File: src/rtl/mdio_pkg.sv
package mdio_pkg;
    localparam int HDR_BITS  = 14;
    localparam int TA_BITS   = 2;
    localparam int DATA_BITS = 16;
    localparam int ADR_W     = 5;
    localparam int TX_W      = HDR_BITS + TA_BITS + DATA_BITS;

    localparam logic [1:0] SOF_BITS = 2'b01;
    localparam logic [1:0] OP_READ  = 2'b10;
    localparam logic [1:0] OP_WRITE = 2'b01;
    localparam logic [1:0] TA_WRITE = 2'b10;

    localparam logic [1:0] RG_CTRL   = 2'd0;
    localparam logic [1:0] RG_RDATA  = 2'd1;
    localparam logic [1:0] RG_WDATA  = 2'd2;
    localparam logic [1:0] RG_TARGET = 2'd3;

    typedef enum logic [2:0] {
        ST_IDLE,
        ST_PRE,
        ST_HDR,
        ST_TA,
        ST_DATA
    } mdio_state_e;
endpackage

File: src/rtl/mdio_clkgen.sv
module mdio_clkgen #(
    parameter int MDC_HALF = 4
) (
    input  logic clk,
    input  logic rst_n,
    output logic mdc,
    output logic rise,
    output logic tick
);
    localparam int CW = (MDC_HALF < 2) ? 1 : $clog2(MDC_HALF);

    logic [CW-1:0] cnt;
    logic          wrap;

    assign wrap = (cnt == CW'(MDC_HALF - 1));
    assign rise = wrap & ~mdc;

    always_ff @(posedge clk) begin
        if (!rst_n) begin
            cnt  <= '0;
            mdc  <= 1'b0;
            tick <= 1'b0;
        end else begin
            tick <= rise;
            if (wrap) begin
                cnt <= '0;
                mdc <= ~mdc;
            end else begin
                cnt <= cnt + 1'b1;
            end
        end
    end

    AST_MDC_HOLD: assert property (@(posedge clk) disable iff (!rst_n)
        !wrap |=> $stable(mdc));
    AST_TICK_AFTER_RISE: assert property (@(posedge clk) disable iff (!rst_n)
        $rose(mdc) |-> tick);
endmodule

File: src/rtl/mdio_frame_fsm.sv
module mdio_frame_fsm
    import mdio_pkg::*;
#(
    parameter int PRE_BITS = 32
) (
    input  logic                 clk,
    input  logic                 rst_n,
    input  logic                 rise,
    input  logic                 tick,
    input  logic                 req,
    input  logic                 req_wr,
    input  logic [ADR_W-1:0]     phy_adr,
    input  logic [ADR_W-1:0]     reg_adr,
    input  logic [DATA_BITS-1:0] wdata,
    input  logic                 mdio_i,
    output logic                 launch,
    output logic                 done,
    output logic                 done_rd,
    output logic [DATA_BITS-1:0] rx_data,
    output logic                 busy,
    output logic                 mdio_o,
    output logic                 mdio_oe
);
    localparam int CNT_W = (PRE_BITS < 16) ? 4 : $clog2(PRE_BITS);

    mdio_state_e          state, nxt;
    logic [CNT_W-1:0]     cnt;
    logic [TX_W-1:0]      tx_sr;
    logic [DATA_BITS-1:0] rx_sr;
    logic                 op_wr;
    logic                 last_bit;

    // bit count reaches the length of the current field
    always_comb begin
        unique case (state)
            ST_PRE:  last_bit = (cnt == CNT_W'(PRE_BITS - 1));
            ST_HDR:  last_bit = (cnt == CNT_W'(HDR_BITS - 1));
            ST_TA:   last_bit = (cnt == CNT_W'(TA_BITS - 1));
            ST_DATA: last_bit = (cnt == CNT_W'(DATA_BITS - 1));
            default: last_bit = 1'b0;
        endcase
    end

    always_comb begin
        nxt = state;
        unique case (state)
            ST_IDLE: if (tick && req)      nxt = ST_PRE;
            ST_PRE:  if (tick && last_bit) nxt = ST_HDR;
            ST_HDR:  if (tick && last_bit) nxt = ST_TA;
            ST_TA:   if (tick && last_bit) nxt = ST_DATA;
            ST_DATA: if (tick && last_bit) nxt = ST_IDLE;
            default: nxt = ST_IDLE;
        endcase
    end

    always_ff @(posedge clk) begin
        if (!rst_n) state <= ST_IDLE;
        else        state <= nxt;
    end

    always_ff @(posedge clk) begin
        if (!rst_n) begin
            cnt   <= '0;
            tx_sr <= '0;
            rx_sr <= '0;
            op_wr <= 1'b0;
        end else begin
            if (tick) begin
                if (nxt != state) cnt <= '0;
                else if (state != ST_IDLE) cnt <= cnt + 1'b1;
            end
            if (launch) begin
                op_wr <= req_wr;
                tx_sr <= {SOF_BITS, (req_wr ? OP_WRITE : OP_READ), phy_adr, reg_adr,
                          (req_wr ? TA_WRITE : 2'b00), (req_wr ? wdata : '0)};
            end else if (tick && (state == ST_HDR || state == ST_TA || state == ST_DATA)) begin
                tx_sr <= {tx_sr[TX_W-2:0], 1'b0};
            end
            if (rise && state == ST_DATA && !op_wr) begin
                rx_sr <= {rx_sr[DATA_BITS-2:0], mdio_i};
            end
        end
    end

    always_comb begin
        launch  = (state == ST_IDLE) && tick && req;
        done    = (state == ST_DATA) && tick && last_bit;
        done_rd = done && !op_wr;
        rx_data = rx_sr;
        busy    = (state != ST_IDLE);
        unique case (state)
            ST_IDLE: begin mdio_o = 1'b0;         mdio_oe = 1'b0;  end
            ST_PRE:  begin mdio_o = 1'b1;         mdio_oe = 1'b1;  end
            ST_HDR:  begin mdio_o = tx_sr[TX_W-1]; mdio_oe = 1'b1; end
            ST_TA:   begin mdio_o = tx_sr[TX_W-1]; mdio_oe = op_wr; end
            ST_DATA: begin mdio_o = tx_sr[TX_W-1]; mdio_oe = op_wr; end
            default: begin mdio_o = 1'b0;         mdio_oe = 1'b0;  end
        endcase
    end

    AST_READ_RELEASE: assert property (@(posedge clk) disable iff (!rst_n)
        ((state == ST_TA || state == ST_DATA) && !op_wr) |-> !mdio_oe);
    AST_PRE_ONES: assert property (@(posedge clk) disable iff (!rst_n)
        (state == ST_PRE) |-> (mdio_oe && mdio_o));
    AST_MOVE_ON_TICK: assert property (@(posedge clk) disable iff (!rst_n)
        !tick |=> $stable(state));
    AST_DONE_TO_IDLE: assert property (@(posedge clk) disable iff (!rst_n)
        done |=> !busy);
endmodule

File: src/rtl/mdio_master.sv
module mdio_master
    import mdio_pkg::*;
#(
    parameter int MDC_HALF = 4,
    parameter int PRE_BITS = 32
) (
    input  logic        clk,
    input  logic        rst_n,
    input  logic        bus_we,
    input  logic [1:0]  bus_addr,
    input  logic [31:0] bus_wdata,
    output logic [31:0] bus_rdata,
    output logic        busy,
    output logic        rd_valid,
    output logic        mdc,
    output logic        mdio_o,
    output logic        mdio_oe,
    input  logic        mdio_i
);
    logic                 rise, tick;
    logic                 launch, done, done_rd;
    logic [DATA_BITS-1:0] rx_data;
    logic                 scan_q, rd_pend, wr_pend;
    logic [ADR_W-1:0]     tgt_phy, tgt_reg;
    logic [DATA_BITS-1:0] wdat_q, rdat_q;
    logic                 req;
    logic                 unused_hi;

    assign unused_hi = ^bus_wdata[31:16];
    // priority: stored write, then one-shot read, then scan
    assign req = wr_pend | rd_pend | scan_q;

    mdio_clkgen #(.MDC_HALF(MDC_HALF)) u_clk (
        .clk(clk), .rst_n(rst_n), .mdc(mdc), .rise(rise), .tick(tick)
    );

    mdio_frame_fsm #(.PRE_BITS(PRE_BITS)) u_fsm (
        .clk(clk), .rst_n(rst_n), .rise(rise), .tick(tick),
        .req(req), .req_wr(wr_pend), .phy_adr(tgt_phy), .reg_adr(tgt_reg),
        .wdata(wdat_q), .mdio_i(mdio_i), .launch(launch), .done(done),
        .done_rd(done_rd), .rx_data(rx_data), .busy(busy),
        .mdio_o(mdio_o), .mdio_oe(mdio_oe)
    );

    always_ff @(posedge clk) begin
        if (!rst_n) begin
            scan_q   <= 1'b0;
            rd_pend  <= 1'b0;
            wr_pend  <= 1'b0;
            tgt_phy  <= '0;
            tgt_reg  <= '0;
            wdat_q   <= '0;
            rdat_q   <= '0;
            rd_valid <= 1'b0;
        end else begin
            if (launch) begin
                if (wr_pend) begin
                    wr_pend <= 1'b0;
                end else begin
                    rd_pend  <= 1'b0;
                    rd_valid <= 1'b0;
                end
            end
            if (done_rd) begin
                rdat_q   <= rx_data;
                rd_valid <= 1'b1;
            end
            if (bus_we) begin
                unique case (bus_addr)
                    RG_CTRL: begin
                        scan_q <= bus_wdata[1];
                        if (bus_wdata[0]) rd_pend <= 1'b1;
                    end
                    RG_WDATA: begin
                        wdat_q  <= bus_wdata[DATA_BITS-1:0];
                        wr_pend <= 1'b1;
                    end
                    RG_TARGET: begin
                        tgt_reg <= bus_wdata[4:0];
                        tgt_phy <= bus_wdata[12:8];
                    end
                    default: ;
                endcase
            end
        end
    end

    always_comb begin
        unique case (bus_addr)
            RG_CTRL:   bus_rdata = {30'd0, scan_q, rd_pend};
            RG_RDATA:  bus_rdata = {16'd0, rdat_q};
            RG_TARGET: bus_rdata = {19'd0, tgt_phy, 3'd0, tgt_reg};
            default:   bus_rdata = 32'd0;
        endcase
    end

    AST_VALID_AFTER_READ: assert property (@(posedge clk) disable iff (!rst_n)
        done_rd |=> rd_valid);
    AST_RDATA_HELD: assert property (@(posedge clk) disable iff (!rst_n)
        !done_rd |=> $stable(rdat_q));
    AST_NO_IDLE_LAUNCH: assert property (@(posedge clk) disable iff (!rst_n)
        (!busy && !req && !bus_we) |=> !busy);
    AST_PIN_IDLE: assert property (@(posedge clk) disable iff (!rst_n)
        !busy |-> !mdio_oe);
endmodule

File: config.mk
export PLATFORM = sky130hd
export DESIGN_NAME = mdio_master
export DESIGN_NICKNAME = d
export VERILOG_FILES = /design/src/rtl/mdio_pkg.sv /design/src/rtl/mdio_clkgen.sv /design/src/rtl/mdio_frame_fsm.sv /design/src/rtl/mdio_master.sv
export SDC_FILE = /design/constraint.sdc
export NUM_CORES = 1
export LEC_CHECK = 0
export BUFFER_PORTS_ARGS = -buffer_cell sky130_fd_sc_hd__buf_2
export CORE_MARGIN = 8
export CORE_UTILIZATION = 40
export DETAILED_ROUTE_END_ITERATION = 10
export HOLD_SLACK_MARGIN = 0.06
export SYNTH_ARGS = -nofsm -noshare
export SYNTH_HDL_FRONTEND = slang
export SYNTH_SLANG_ARGS = --single-unit
File: constraint.sdc
create_clock -name clk -period 2.1 [get_ports clk]
set_clock_uncertainty 0.1 [all_clocks]
set_input_delay 0.21 -clock clk [delete_from_list [all_inputs] [get_ports clk]]
set_output_delay 0.21 -clock clk [all_outputs]
set_load 0.02 [all_outputs]
## After elaboration in Yosys (flattened, before gate mapping)

Index checks and enable logic that the tools add are counted.

| storage, ports and cells | value |
|---|---|
| bits in registers | 107 |
| input port bits | 38 |
| output and inout bits | 37 |
| logic and storage cells | 95 |

| operators by class | value |
|---|---|
| $add $sub $neg | 2 |
| equality and inequality tests | 14 |
| mux-type cells | 28 |
| bitwise operators | 5 |
| reduce and logical (&&, ||, !) cells | 29 |

Operators with widths:

| cell | count |
|---|---|
| two-way mux 31 bit | 2 |
| one-hot mux 16 bit (3 select lines) | 1 |
| two-way mux 16 bit | 1 |
| two-way mux 3 bit | 5 |
| one-hot mux 3 bit (5 select lines) | 1 |
| two-way mux 1 bit | 11 |
| == test 5 x 4 -> 1 bit, second input constant | 2 |
| logical AND 1 bit | 10 |
| two-way mux 5 bit | 2 |
| AND reduction 2 bit | 5 |
| OR reduction 2 bit | 4 |
| == test 2 bit, second input constant | 3 |
| == test 3 x 2 -> 1 bit, second input constant | 2 |
| nonzero test 2 bit | 3 |
| adder 5 x 1 -> 5 bit, second input constant | 1 |
| == test 5 x 1 -> 1 bit, second input constant | 1 |
| == test 5 bit, second input constant | 1 |
| two-way mux 2 bit | 2 |
| one-hot mux 1 bit (2 select lines) | 2 |
| one-hot mux 1 bit (4 select lines) | 1 |
| == test 3 x 1 -> 1 bit, second input constant | 1 |
| == test 3 bit, second input constant | 1 |
| zero test 3 bit | 1 |
| inequality test 3 bit | 1 |
| 11 further kinds | 14 |

## Longest topological paths before layout

| logic depth | value |
|---|---|
| depth in word-level cells | 8 |
| depth in mapped cells | 8 |
| mapped depth without buffers | 5 |

## By module

A second synthesis with hierarchy kept.

| second synthesis, totals | value |
|---|---|
| cells, all modules | 550 |
| area, all modules | 5008.6 um^2 |

Modules (own cells, without submodules):

| module | instances | cells each | area each (um^2) | sequential area each (um^2) |
|---|---|---|---|---|
| mdio_frame_fsm | 1 | 315 | 2775.2 | 1141.1 |
| mdio_master | 1 | 224 | 2095.8 | 920.9 |
| mdio_clkgen | 1 | 11 | 137.6 | 80.1 |

## Least setup slack after synthesis

Ideal clock, no wire load.

| timing | value |
|---|---|
| path type | reg2reg |
| start | reg u_fsm.state[0] |
| end | reg wr_pend |
| setup time | 0.128 ns |
| data arrival time | 1.657 ns |
| required time | 1.872 ns |
| setup slack | 0.215 ns |
| stages on the path, launching flop included | 9 |
| path buffers | 4 |
| period minus slack after synthesis | 1.885 ns |
| path through | dfxtp_1 > buf_2 > or3_1 > buf_2 > or2_1 > buf_6 > buf_6 > a21oi_1 > nor2_1 |

| on the way | value |
|---|---|
| cells in the longest elaborated chain, start to end | 6 |

RTL lines:

| item | RTL line | RTL |
|---|---|---|
| start, declared | mdio_frame_fsm.sv:26 | `mdio_state_e state, nxt;` |
| start signal, assigned | mdio_frame_fsm.sv:58 | `else state <= nxt;` |
| zero test 3 bit * | mdio_frame_fsm.sv:86 | `launch = (state == ST_IDLE) && tick && req;` |
| logical AND 1 bit * (2 in series) | mdio_frame_fsm.sv:86 |  |
| two-way mux 1 bit * | mdio_master.sv:56 | `if (launch) begin` |
| two-way mux 1 bit | mdio_master.sv:69 | `unique case (bus_addr)` |
| two-way mux 1 bit * | mdio_master.sv:68 | `if (bus_we) begin` |
| end signal, assigned | mdio_master.sv:49 | `wr_pend <= 1'b0;` |
| end signal, assigned | mdio_master.sv:58 | `wr_pend <= 1'b0;` |
| end signal, assigned | mdio_master.sv:76 | `wr_pend <= 1'b1;` |
| end, declared | mdio_master.sv:23 | `logic scan_q, rd_pend, wr_pend;` |

Mark *: on every way between the ends. The rest lies on a longest branch, timed or not.
A chain may end at the register's enable or synchronous reset.

## Final worst setup path

| timing | value |
|---|---|
| start | reg u_fsm.state[1] |
| end | out mdio_o |

| on the way | value |
|---|---|
| cells in the longest elaborated chain, start to end | 3 |
| elaborated cells between the ends (all ways) | 6 |
| those cells by class | eq/ne (4); mux (1); reduce/logical (1) |

RTL lines:

| item | RTL line | RTL |
|---|---|---|
| == test 3 bit / == test 3 x 2 -> 1 bit (equally long branches) | mdio_frame_fsm.sv:91 | `unique case (state)` |
| OR reduction 3 bit (no line) | -- |  |
| one-hot mux 1 bit (2 select lines) * | mdio_frame_fsm.sv:91 |  |
| end, declared | mdio_master.sv:16 | `output logic mdio_o,` |

Marks and branches as above.

==> metrics.csv <==
stage,metric,value,unit
final_layout,Largest register FFs,32,
die,Die Y,126,microns
power_and_ir_drop,Overall Power,4.21,mW
worst_setup_path,CP Max Fanout,8,
sta,Final min period,2.00,ns
worst_hold_path,"Endpoint, Worst Hold",scan_q,
worst_setup_path,nature of the critical path endpoint,output port,
cts,clk_lat worst skew,0.34,ns
logic_synthesis,Post-synth top cells,"nand2_1 (129), dfxtp_1 (107), a21oi_1 (70), nand3_1 (39), nor2_1 (29)",
power_and_ir_drop,Pleak,2.29,nW
sta,unrepaired setup endpoints after global routing,true,
power_and_ir_drop,total internal power,3.21,mW
placement,routability cong.,0.788,
die,Starting Density,0.407,
final_layout,Reg with most FFs,u_fsm.tx_sr,
outcome,status,"complete, no violations",
power_and_ir_drop,Gate power share,0.095,
final_layout,fill count,1168,
final_layout,Non-Filler Instances,778,
grt,largest net degree at the start of global routing,61,
placement,detailed placement HPWL,7180,microns
final_layout,layout cell share with drive strength beyond 1,0.177,
logic_synthesis,"EDFF count, synth",0,
drt,DR vias,3964,
worst_hold_path,HP Class,input port to flip-flop,
logic_synthesis,synthesized area per cell,8.36,sq um
power_and_ir_drop,clock share of power,0.409,
sta,fmax,500,MHz
worst_setup_path,CP Launch Type,flip-flop,
logic_synthesis,top post-synthesis cells by area,"dfxtp_1 (44%), nand2_1 (10%), a21oi_1 (7.2%), mux2i_1 (5.2%), nand3_1 (4.0%)",
worst_setup_path,Worst R2R End,u_fsm.cnt[2],
worst_hold_path,hold depth,3,
logic_synthesis,fraction of registers with async set/reset,0,
logic_synthesis,fraction of synthesized area in multiplexers,0.0935,
drt,Wirelength per Cell,13.8,microns
grt,initial antenna violation count,0,
final_layout,Layout area overhead,17.0,%
die,Die X,126,microns
drt,vias per cell,5.10,
logic_synthesis,Synth area leader,dfxtp_1,
power_and_ir_drop,Worst VDD drop,0.441,mV
final_layout,fin nets,666,
grt,GRT Total Usage,0.138,
die,Std-Cell Rows,40,
logic_synthesis,Yosys warning count,0,
power_and_ir_drop,Flop pwr share,0.496,
logic_synthesis,synthesis-stage register bit count,107,
job,maxcap violations,0,
worst_setup_path,required time worst endpoint,1.79,ns
worst_setup_path,Worst R2R Start,u_fsm.state[0],
worst_setup_path,CP Class,flip-flop to output port,
power_and_ir_drop,Switching Share,0.237,
cts,H-tree depth,3,
sta,Final Setup Violations,0,
cts,"Clk pin slew, worst setup/hold paths",0.06,ns
placement,port buffer count,42,
worst_hold_path,HP Start,bus_we,
drt,1st-iter DRT viols,183,
logic_synthesis,simple-gate share of the synthesized area,0.233,
sta,worst setup margin,0.101,ns
sta,Final Hold Vio Count,0,
cts,TritonCTS Buffers,9,
logic_synthesis,"count leader, synth",nand2_1,
final_layout,Util after Layout,0.475,
die,Core ar.,0.0119,sq mm
logic_synthesis,Post-Synth XOR/XNOR Area,0.00904,
placement,pre-CTS setup slack,0.162,ns
die,IO Count,75,
logic_synthesis,mapped cell area,0.00484,sq mm
logic_synthesis,largest family of logic cells by synthesized area,simple AND/OR/NAND/NOR gates,
final_layout,# diodes,0,
die,die area,0.0159,sq mm
logic_synthesis,"Seq/Total Area, Yosys",0.442,
sta,fin. max-slew vios,0,
sta,Final Cycle Share,0.952,
drt,DRT antenna net count,0,
logic_synthesis,Synth Flop Type,dfxtp_1,
grt,first-pass GRT wire length,18500,microns
cts,clk sinks,107,
worst_setup_path,r2r setup slk,0.15,ns
cts,Root Buffer,clkbuf_16,
logic_synthesis,Compound-Gate Fraction of Synth Area,0.144,
worst_setup_path,worst r2r path cells,5,
grt,GR Overflow Total,0,
logic_synthesis,Adder-Cell Fraction of Synth Area,0.00517,
logic_synthesis,Yosys top cell area share,0.442,
power_and_ir_drop,PD cells,744,mW/mm^2
cts,CTS tree,built,
placement,placed cells,745,
drt,drt drc,0,
grt,vias in the first global route,3904,
drt,drt pass-1 iters,4,
logic_synthesis,cells after synthesis,579,
logic_synthesis,post-synth cell types,47,
drt,drt total wl,10800,microns
cts,clock buffer depth,2,
worst_setup_path,CP arrival,1.69,ns
power_and_ir_drop,switching power,1.00,mW
sta,setup TNS,0,ns
-- layout by cell type, fill, tap and decap left out, types with 2 or more instances in the layout --
| cell type | instances |
|---|---|
| nand2_1 | 129 |
| dfxtp_1 | 107 |
| a21oi_1 | 70 |
| buf_2 | 42 |
| nand3_1 | 39 |
| nor2_1 | 29 |
| mux2i_1 | 25 |
| o21ai_1 | 20 |
| buf_4 | 18 |
| dlygate4sd3_1 | 17 |
| conb_1 | 16 |
| nor2b_1 | 14 |
| mux2_2 | 14 |
| a211oi_2 | 10 |
| clkbuf_16 | 9 |
| and2_1 | 6 |
| or3_1 | 4 |
| o21ai_0 | 4 |
| mux2_1 | 4 |
| buf_12 | 4 |
| nand3b_1 | 3 |
| xnor2_1 | 3 |
| a22o_1 | 2 |
| or2_1 | 2 |
| nand2b_1 | 2 |
| o31ai_1 | 2 |
| nor3_1 | 2 |
| nor3b_1 | 2 |
| nand4_1 | 2 |
| xor2_1 | 2 |
| ha_1 | 2 |
| clkbuf_1 | 2 |
| clkbuf_8 | 2 |
-- stage by stage --
| stage | hold WS [ns] | area, sq um |
|---|---|---|
| after CTS | 0.0935 | 5650 |
| after detailed placement | 0.317 | 5170 |
| after global placement | 0.312 | 5170 |
| after global routing | 0.128 | 5660 |
| final | 0.110 | 5660 |
| after floorplan | 0.246 | 4900 |
-- cell type report --
type | instances | area (sq um) | area share
clock buffers | 13 | 260 | 0.0460
clock inverters | 3 | 46.3 | 0.00817
inverters | 2 | 7.51 | 0.00133
multi-input cells | 425 | 2430 | 0.429
flip-flops and latches | 107 | 2140 | 0.378
well taps | 147 | 184 | 0.0325
repair buffers | 81 | 596 | 0.105
-- kinds of logic after synthesis --
| logic type | after synthesis |
|---|---|
| adders and majority gates | 2 |
| muxes | 43 |
| AOI/OAI and AO/OA | 116 |
| buffers and inverters | 62 |
| DFF | 107 |
| xor gates and xnor gates | 5 |
| other | 1 |
| and+or+nand+nor | 243 |
-- power by group through the flow --
| stage | clock, mW | combinational [mW] | sequential (mW) |
|---|---|---|---|
| floorplan | 0 | 0.269 | 2.13 |
| global placement | 0 | 0.365 | 2.13 |
| detailed placement | 0 | 0.373 | 2.14 |
| CTS | 1.75 | 0.398 | 2.09 |
| global route | 1.84 | 0.439 | 2.09 |
| finish | 1.72 | 0.402 | 2.09 |
-- worst max-delay path by stage --
| stage | slack [ns] | startpoint | to | cells past startpoint |
|---|---|---|---|---|
| 2_1_floorplan | 0.22 | u_fsm.state[0] | wr_pend | 8 |
| 3_3_place_gp | 0.21 | u_fsm.state[0] | u_fsm.cnt[3] | 5 |
| 3_5_place_dp | 0.16 | u_fsm.state[0] | u_fsm.cnt[2] | 5 |
| 4_1_cts | 0.08 | u_fsm.state[1] | mdio_o | 6 |
| 5_1_grt | -0.05 | u_fsm.state[1] | mdio_o | 6 |
| 6_report | 0.10 | u_fsm.state[1] | mdio_o | 6 |
-- per-layer routing --
layer	vias to the layer above	wire, microns	global-route usage	part of all wire
met5	-	0	0	0
met4	0	184	0.0644	0.017
met3	12	276	0.0236	0.026
met2	42	5190	0.232	0.48
met1	1883	5130	0.169	0.48
li1	2027	-	-	-
-- what timing repair did --
item | in CTS | in global routing
endpoints found under the setup margin | 0 | 5
gates resized for setup | 0 | 2
hold buffers | 17 | 0
setup buffers | 0 | 0
endpoints found under the hold margin | 26 | 0
-- critical path, stage by stage, from the launching register on --
cell	delay [ns]
dfxtp_1	0.37
buf_4	0.18
nor3b_2	0.26
buf_4	0.18
o21ai_0	0.07
o21ai_0	0.09
buf_2	0.20
No activity file was read; power rests on OpenSTA's default activity.
